===== config.mk =====
export PLATFORM = sky130hd
export DESIGN_NAME = host_req_gen
export DESIGN_NICKNAME = d
export VERILOG_FILES = /design/src/rtl/hreq_pkg.sv /design/src/rtl/hreq_ctrl.sv /design/src/rtl/hreq_dpath.sv /design/src/rtl/host_req_gen.sv
export SDC_FILE = /design/constraint.sdc
export NUM_CORES = 1
export LEC_CHECK = 0
export BUFFER_PORTS_ARGS = -buffer_cell sky130_fd_sc_hd__buf_2
export CORE_AREA = 2 2 39 41
export CTS_CLUSTER_DIAMETER = 50
export DETAILED_ROUTE_END_ITERATION = 7
export DIE_AREA = 0 0 41 43
export MAX_ROUTING_LAYER = met4
export PLACE_DENSITY = 0.79
export SETUP_SLACK_MARGIN = 0.15
export SLEW_MARGIN = 25
export SYNTH_ARGS = -nofsm -noshare
export SYNTH_HDL_FRONTEND = slang
export SYNTH_HIERARCHICAL = 1
export SYNTH_SLANG_ARGS = --single-unit

===== constraint.sdc =====
create_clock -name clk -period 1.2 [get_ports clk]
set_input_delay 0.3 -clock clk [delete_from_list [all_inputs] [get_ports clk]]
set_output_delay 0.3 -clock clk [all_outputs]
set_load 0.005 [all_outputs]

===== src/rtl/hreq_pkg.sv =====
package hreq_pkg;
  // Host control word bit positions (decoded by the host-side driver)
  localparam int HCFG_RX_EN_BIT = 0;
  localparam int HCFG_TX_EN_BIT = 1;
  localparam int HCFG_SPLIT_BIT = 2;
  // DSP control word bit position of the request enable
  localparam int DCFG_REQ_EN_BIT = 4;

  localparam int SEL_W = 5;
  localparam logic [SEL_W-1:0] SRC_RX_FULL  = 5'b10011;
  localparam logic [SEL_W-1:0] SRC_TX_EMPTY = 5'b10100;

  // Request lanes toward the host
  localparam int LANE_RX = 0;
  localparam int LANE_TX = 1;
  localparam int LANES   = 2;

  typedef struct packed {
    logic splitMode;
    logic txReqEn;
    logic rxReqEn;
  } hostCfg_t;

  // Strobes from control to datapath
  typedef struct packed {
    logic setRxFull;
    logic clrRxFull;
    logic setTxEmpty;
    logic clrTxEmpty;
  } flagStrobe_t;
endpackage


===== src/rtl/hreq_ctrl.sv =====
module hreq_ctrl
  import hreq_pkg::*;
#(
  parameter int CTL_W = 8
) (
  input  logic             clk,
  input  logic             rstN,
  input  logic             stopMode,
  input  logic             hostCtlWe,
  input  logic [CTL_W-1:0] hostCtlData,
  input  logic             dspCtlWe,
  input  logic [CTL_W-1:0] dspCtlData,
  input  logic             hostDataWr,
  input  logic             hostDataRd,
  input  logic             dspDataRd,
  input  logic             dspDataWr,
  output hostCfg_t         hostCfg,
  output logic             reqEn,
  output flagStrobe_t      strb
);
  logic     hostLive;
  hostCfg_t cfgNext;
  logic     unusedCtlBits;

  assign hostLive = !stopMode;

  always_comb begin
    cfgNext.rxReqEn   = hostCtlData[HCFG_RX_EN_BIT];
    cfgNext.txReqEn   = hostCtlData[HCFG_TX_EN_BIT];
    cfgNext.splitMode = hostCtlData[HCFG_SPLIT_BIT];
  end

  assign unusedCtlBits = ^{hostCtlData[CTL_W-1:HCFG_SPLIT_BIT+1],
                           dspCtlData[CTL_W-1:DCFG_REQ_EN_BIT+1],
                           dspCtlData[DCFG_REQ_EN_BIT-1:0]};

  always_ff @(posedge clk) begin
    if (!rstN) begin
      hostCfg <= '0;
      reqEn   <= 1'b0;
    end else begin
      if (hostCtlWe && hostLive) hostCfg <= cfgNext;
      if (dspCtlWe)              reqEn   <= dspCtlData[DCFG_REQ_EN_BIT];
    end
  end

  // Host-side strobes are dropped while the port is disconnected
  always_comb begin
    strb.setRxFull  = hostDataWr && hostLive;
    strb.setTxEmpty = hostDataRd && hostLive;
    strb.clrRxFull  = dspDataRd;
    strb.clrTxEmpty = dspDataWr;
  end


  stop_cfg_hold_chk: assert property (@(posedge clk) disable iff (!rstN)
    stopMode |=> $stable(hostCfg));
endmodule


===== src/rtl/hreq_dpath.sv =====
module hreq_dpath
  import hreq_pkg::*;
(
  input  logic             clk,
  input  logic             rstN,
  input  flagStrobe_t      strb,
  input  hostCfg_t         hostCfg,
  input  logic             reqEn,
  input  logic [SEL_W-1:0] dmaSrcSel,
  output logic             rxFull,
  output logic             txEmpty,
  output logic             mergedRegN,
  output logic             txRegN,
  output logic             rxRegN,
  output logic             dmaReq
);
  logic [LANES-1:0] rawCond;
  logic [LANES-1:0] laneMask;
  logic [LANES-1:0] laneReq;

  // Flags: when both strobes meet, data-present wins
  always_ff @(posedge clk) begin
    if (!rstN) begin
      rxFull  <= 1'b0;
      txEmpty <= 1'b1;
    end else begin
      if (strb.setRxFull)      rxFull <= 1'b1;
      else if (strb.clrRxFull) rxFull <= 1'b0;
      if (strb.clrTxEmpty)      txEmpty <= 1'b0;
      else if (strb.setTxEmpty) txEmpty <= 1'b1;
    end
  end

  assign rawCond[LANE_RX]  = !txEmpty;
  assign rawCond[LANE_TX]  = !rxFull;
  assign laneMask[LANE_RX] = hostCfg.rxReqEn;
  assign laneMask[LANE_TX] = hostCfg.txReqEn;

  for (genvar i = 0; i < LANES; i++) begin : gLane
    assign laneReq[i] = rawCond[i] && laneMask[i] && reqEn;
  end

  always_ff @(posedge clk) begin
    if (!rstN) begin
      mergedRegN <= 1'b1;
      txRegN     <= 1'b1;
      rxRegN     <= 1'b1;
    end else begin
      mergedRegN <= !(!hostCfg.splitMode && (|laneReq));
      txRegN     <= !(hostCfg.splitMode && laneReq[LANE_TX]);
      rxRegN     <= !(hostCfg.splitMode && laneReq[LANE_RX]);
    end
  end

  always_comb begin
    unique case (dmaSrcSel)
      SRC_RX_FULL:  dmaReq = rxFull;
      SRC_TX_EMPTY: dmaReq = txEmpty;
      default:      dmaReq = 1'b0;
    endcase
  end


  rx_set_wins_chk: assert property (@(posedge clk) disable iff (!rstN)
    strb.setRxFull |=> rxFull);

  tx_load_wins_chk: assert property (@(posedge clk) disable iff (!rstN)
    strb.clrTxEmpty |=> !txEmpty);

  rx_unload_chk: assert property (@(posedge clk) disable iff (!rstN)
    (strb.clrRxFull && !strb.setRxFull) |=> !rxFull);

  req_off_chk: assert property (@(posedge clk) disable iff (!rstN)
    !reqEn |=> (mergedRegN && txRegN && rxRegN));

  mode_excl_chk: assert property (@(posedge clk) disable iff (!rstN)
    !mergedRegN |-> (txRegN && rxRegN));
endmodule


===== src/rtl/host_req_gen.sv =====
module host_req_gen
  import hreq_pkg::*;
#(
  parameter int CTL_W = 8
) (
  input  logic             clk,
  input  logic             rstN,
  input  logic             stopMode,
  input  logic             hostCtlWe,
  input  logic [CTL_W-1:0] hostCtlData,
  input  logic             dspCtlWe,
  input  logic [CTL_W-1:0] dspCtlData,
  input  logic             hostDataWr,
  input  logic             hostDataRd,
  input  logic             dspDataRd,
  input  logic             dspDataWr,
  input  logic [SEL_W-1:0] dmaSrcSel,
  output logic             hostReqN,
  output logic             hostTxReqN,
  output logic             hostRxReqN,
  output logic             dmaRxReq,
  output logic             dmaTxReq,
  output logic             dmaReq
);
  hostCfg_t    hostCfg;
  flagStrobe_t strb;
  logic        reqEn;
  logic        rxFull;
  logic        txEmpty;
  logic        mergedRegN;
  logic        txRegN;
  logic        rxRegN;

  hreq_ctrl #(.CTL_W(CTL_W)) uCtrl (
    .clk(clk), .rstN(rstN), .stopMode(stopMode),
    .hostCtlWe(hostCtlWe), .hostCtlData(hostCtlData),
    .dspCtlWe(dspCtlWe), .dspCtlData(dspCtlData),
    .hostDataWr(hostDataWr), .hostDataRd(hostDataRd),
    .dspDataRd(dspDataRd), .dspDataWr(dspDataWr),
    .hostCfg(hostCfg), .reqEn(reqEn), .strb(strb)
  );

  hreq_dpath uDpath (
    .clk(clk), .rstN(rstN), .strb(strb), .hostCfg(hostCfg), .reqEn(reqEn),
    .dmaSrcSel(dmaSrcSel), .rxFull(rxFull), .txEmpty(txEmpty),
    .mergedRegN(mergedRegN), .txRegN(txRegN), .rxRegN(rxRegN),
    .dmaReq(dmaReq)
  );

  // Stop mode disconnects the host lines at once
  assign hostReqN   = mergedRegN || stopMode;
  assign hostTxReqN = txRegN || stopMode;
  assign hostRxReqN = rxRegN || stopMode;
  assign dmaRxReq   = rxFull;
  assign dmaTxReq   = txEmpty;
endmodule


==> impl_metrics.tcl <==
set metrics [dict create \
    run_status "finished with violations" \
    failed_checks "negative setup slack" \
    use_met2 0.228 \
    clockBufferDepth 2 \
    criticalPathCategory "flop to primary output" \
    hp-class "input port to flop" \
    clock-sinks 9 \
    die_y_um 43 \
    leakage_nw 0.276 \
    grt-busiest-layer "met2" \
    arrival_ps 980 \
    met3_usage 0.0681 \
    yosys_register_bits 9 \
    cts.clk_slew.worst_paths_ps 50 \
    drcViolationCount 0 \
    wl_um 967 \
    cp.required_ps 900 \
    place_ws_ps 32.7 \
    final_nets 103 \
    fill_cells 141 \
    critPathCaptureType "primary output" \
    ys_warn_count 6 \
    num_vias 390 \
    synth_ff_type "dfxtp_1" \
    viasPerCell 4.43 \
    grt_pass1_vias 362 \
    seq_area_frac_synth 0.431 \
    fp-row-count 14 \
    final_cell_count_no_fill 88 \
    hold_buffers 0 \
    synth_edf_count 0 \
    multi_input_comb_area_sq_um 226 \
    layout_min_cycle_time_ps 1280 \
    regArea_sq_um 183 \
    synthTopCellsByCount "dfxtp_1 (9), nand2_1 (7), mux2i_1 (4)" \
    yosysUniqueCellTypes 19 \
    final.setup.tns_ps -95.3 \
    synth_area_sq_um 418 \
    cts_htree_levels 1 \
    drive_gt1_frac 0.528 \
    n_antenna_cell 0 \
    gr-usage-met1 0.120 \
    fin_ws_ps -77.3 \
    grt_pass1_wl_um 1480 \
    start_util 0.302 \
    tightestPinTransition_ps 155 \
    numCtsBuffers 3 \
    setup_violations 2 \
    yosys.area.top_type_share 0.431 \
    drtIter0Drc 4 \
    die-area_sq_um 1760 \
    dp_hpwl_um 739 \
    max_freq_mhz 783 \
    power_density_nw_per_um2 1040 \
    place_congestion 0.694 \
    antenna_found_initial 0 \
    maxSlewHeadroom 0.895 \
    synth_most_common_cell "dfxtp_1" \
    ant_nets 0 \
    die_w_um 41 \
    pin_count 36 \
    clock_latency_ps 250 \
    syn_inst 43 \
    grt_max_degree 10 \
    finalHoldViolCount 0 \
    peakVddDrop_uv 615 \
    hold_ws_ps 251 \
    firstDrtPassIters 3 \
    slew_viol_final 0 \
    async_reset_ff_frac 0 \
    syn_avg_cell_area_sq_um 9.72 \
    drv_cap 0 \
    numPlacedInstances 81 \
    synth_area_leaders "dfxtp_1 (43%), mux2i_1 (9.6%), nand2_1 (6.3%)" \
    portBuffers 23 \
    path_max_fanout 2 \
    yosys.area.top_type "dfxtp_1" \
    syn2layout_area_growth_pct 47.0 \
    cp-start-kind "flop" \
    fin_crit_sh 1.06 \
    cts_tree "yes" \
    wl_per_cell_um 11.0 \
    root_buffer "clkbuf_4" \
    coreArea_sq_um 1380 \
    final_cell_area_sq_um 614 \
    rsz0062_at_grt "yes" \
    syn_nets 73 \
    grt_usage 0.136 \
    finClkSkew_ps 4.11 \
    grt-ovfl-total 0 \
    place_area_sq_um 546 \
]
-- worst max-delay path, stage by stage (launching register included) --
cell and delay [ps]:
dfxtp_2 340, nand4bb_1 100, a21oi_1 160, buf_2 130
-- final timing paths --
check,startpoint,endpoint,slack [ps],cells past startpoint
max,uDpath/txEmpty,dmaReq,-80,3
min,dspDataWr,uDpath/txEmpty,250,2
max reg2reg,uDpath/rxFull,uDpath/txRegN,90,4
min reg2reg,uCtrl/hostCfg[2],uDpath/mergedRegN,470,1
-- per-stage QoR --
stage / power (mW) / utilization
after floorplan: 0.363 / -
after global placement: 0.402 / 0.394
after detailed placement: 0.406 / 0.394
after CTS: 0.646 / 0.439
after global routing: 0.674 / 0.444
final: 0.638 / 0.444
-- cell families after synthesis --
logic type	share of synthesized area
simple gates	0.362
compound gates	0.0659
flops	0.431
mux	0.0958
buf+inv	0.0449
-- what timing repair did --
item | 4_1_cts | 5_1_grt
pin swaps | 5 | 1
resized for setup | 4 | 1
buffers inserted | 3 | 0
endpoints found under the setup margin | 6 | 9
-- final cells by class --
type | instances | area share
clock buffer | 4 | 0.0428
inverter | 1 | 0.00611
multi-input combinational | 31 | 0.369
sequential | 9 | 0.297
tap | 16 | 0.0326
timing repair buffer | 27 | 0.253
-- registers in the layout, summed over array words and instances (netlist names) --
signal / flops
uCtrl/hostCfg: 3
uDpath/mergedRegN: 1
uDpath/txEmpty: 1
uCtrl/reqEn: 1
uDpath/txRegN: 1
uDpath/rxRegN: 1
uDpath/rxFull: 1
-- report_power, final --
part / switching [mW] / leakage, nW / total, mW / internal [mW]
Combinational: 0.0353 / 0.187 / 0.0952 / 0.0599
Clock: 0.0947 / 0.0150 / 0.222 / 0.127
Sequential: 0.00927 / 0.0739 / 0.321 / 0.312
-- per-layer routing --
layer | vias up | wire length, um
met5 | - | 0
li1 | 200 | -
met3 | 2 | 37
met1 | 177 | 336
met2 | 11 | 570
met4 | 0 | 22
-- cell usage in the layout, fill, tap and decap left out, types with 3 or more instances in the layout --
cell type   n
buf_2      22
nand2_1     7
dfxtp_1     7
mux2i_1     4
or2_1       3
clkbuf_4    3
buf_4       3
Power figures use the tool's default switching activity.
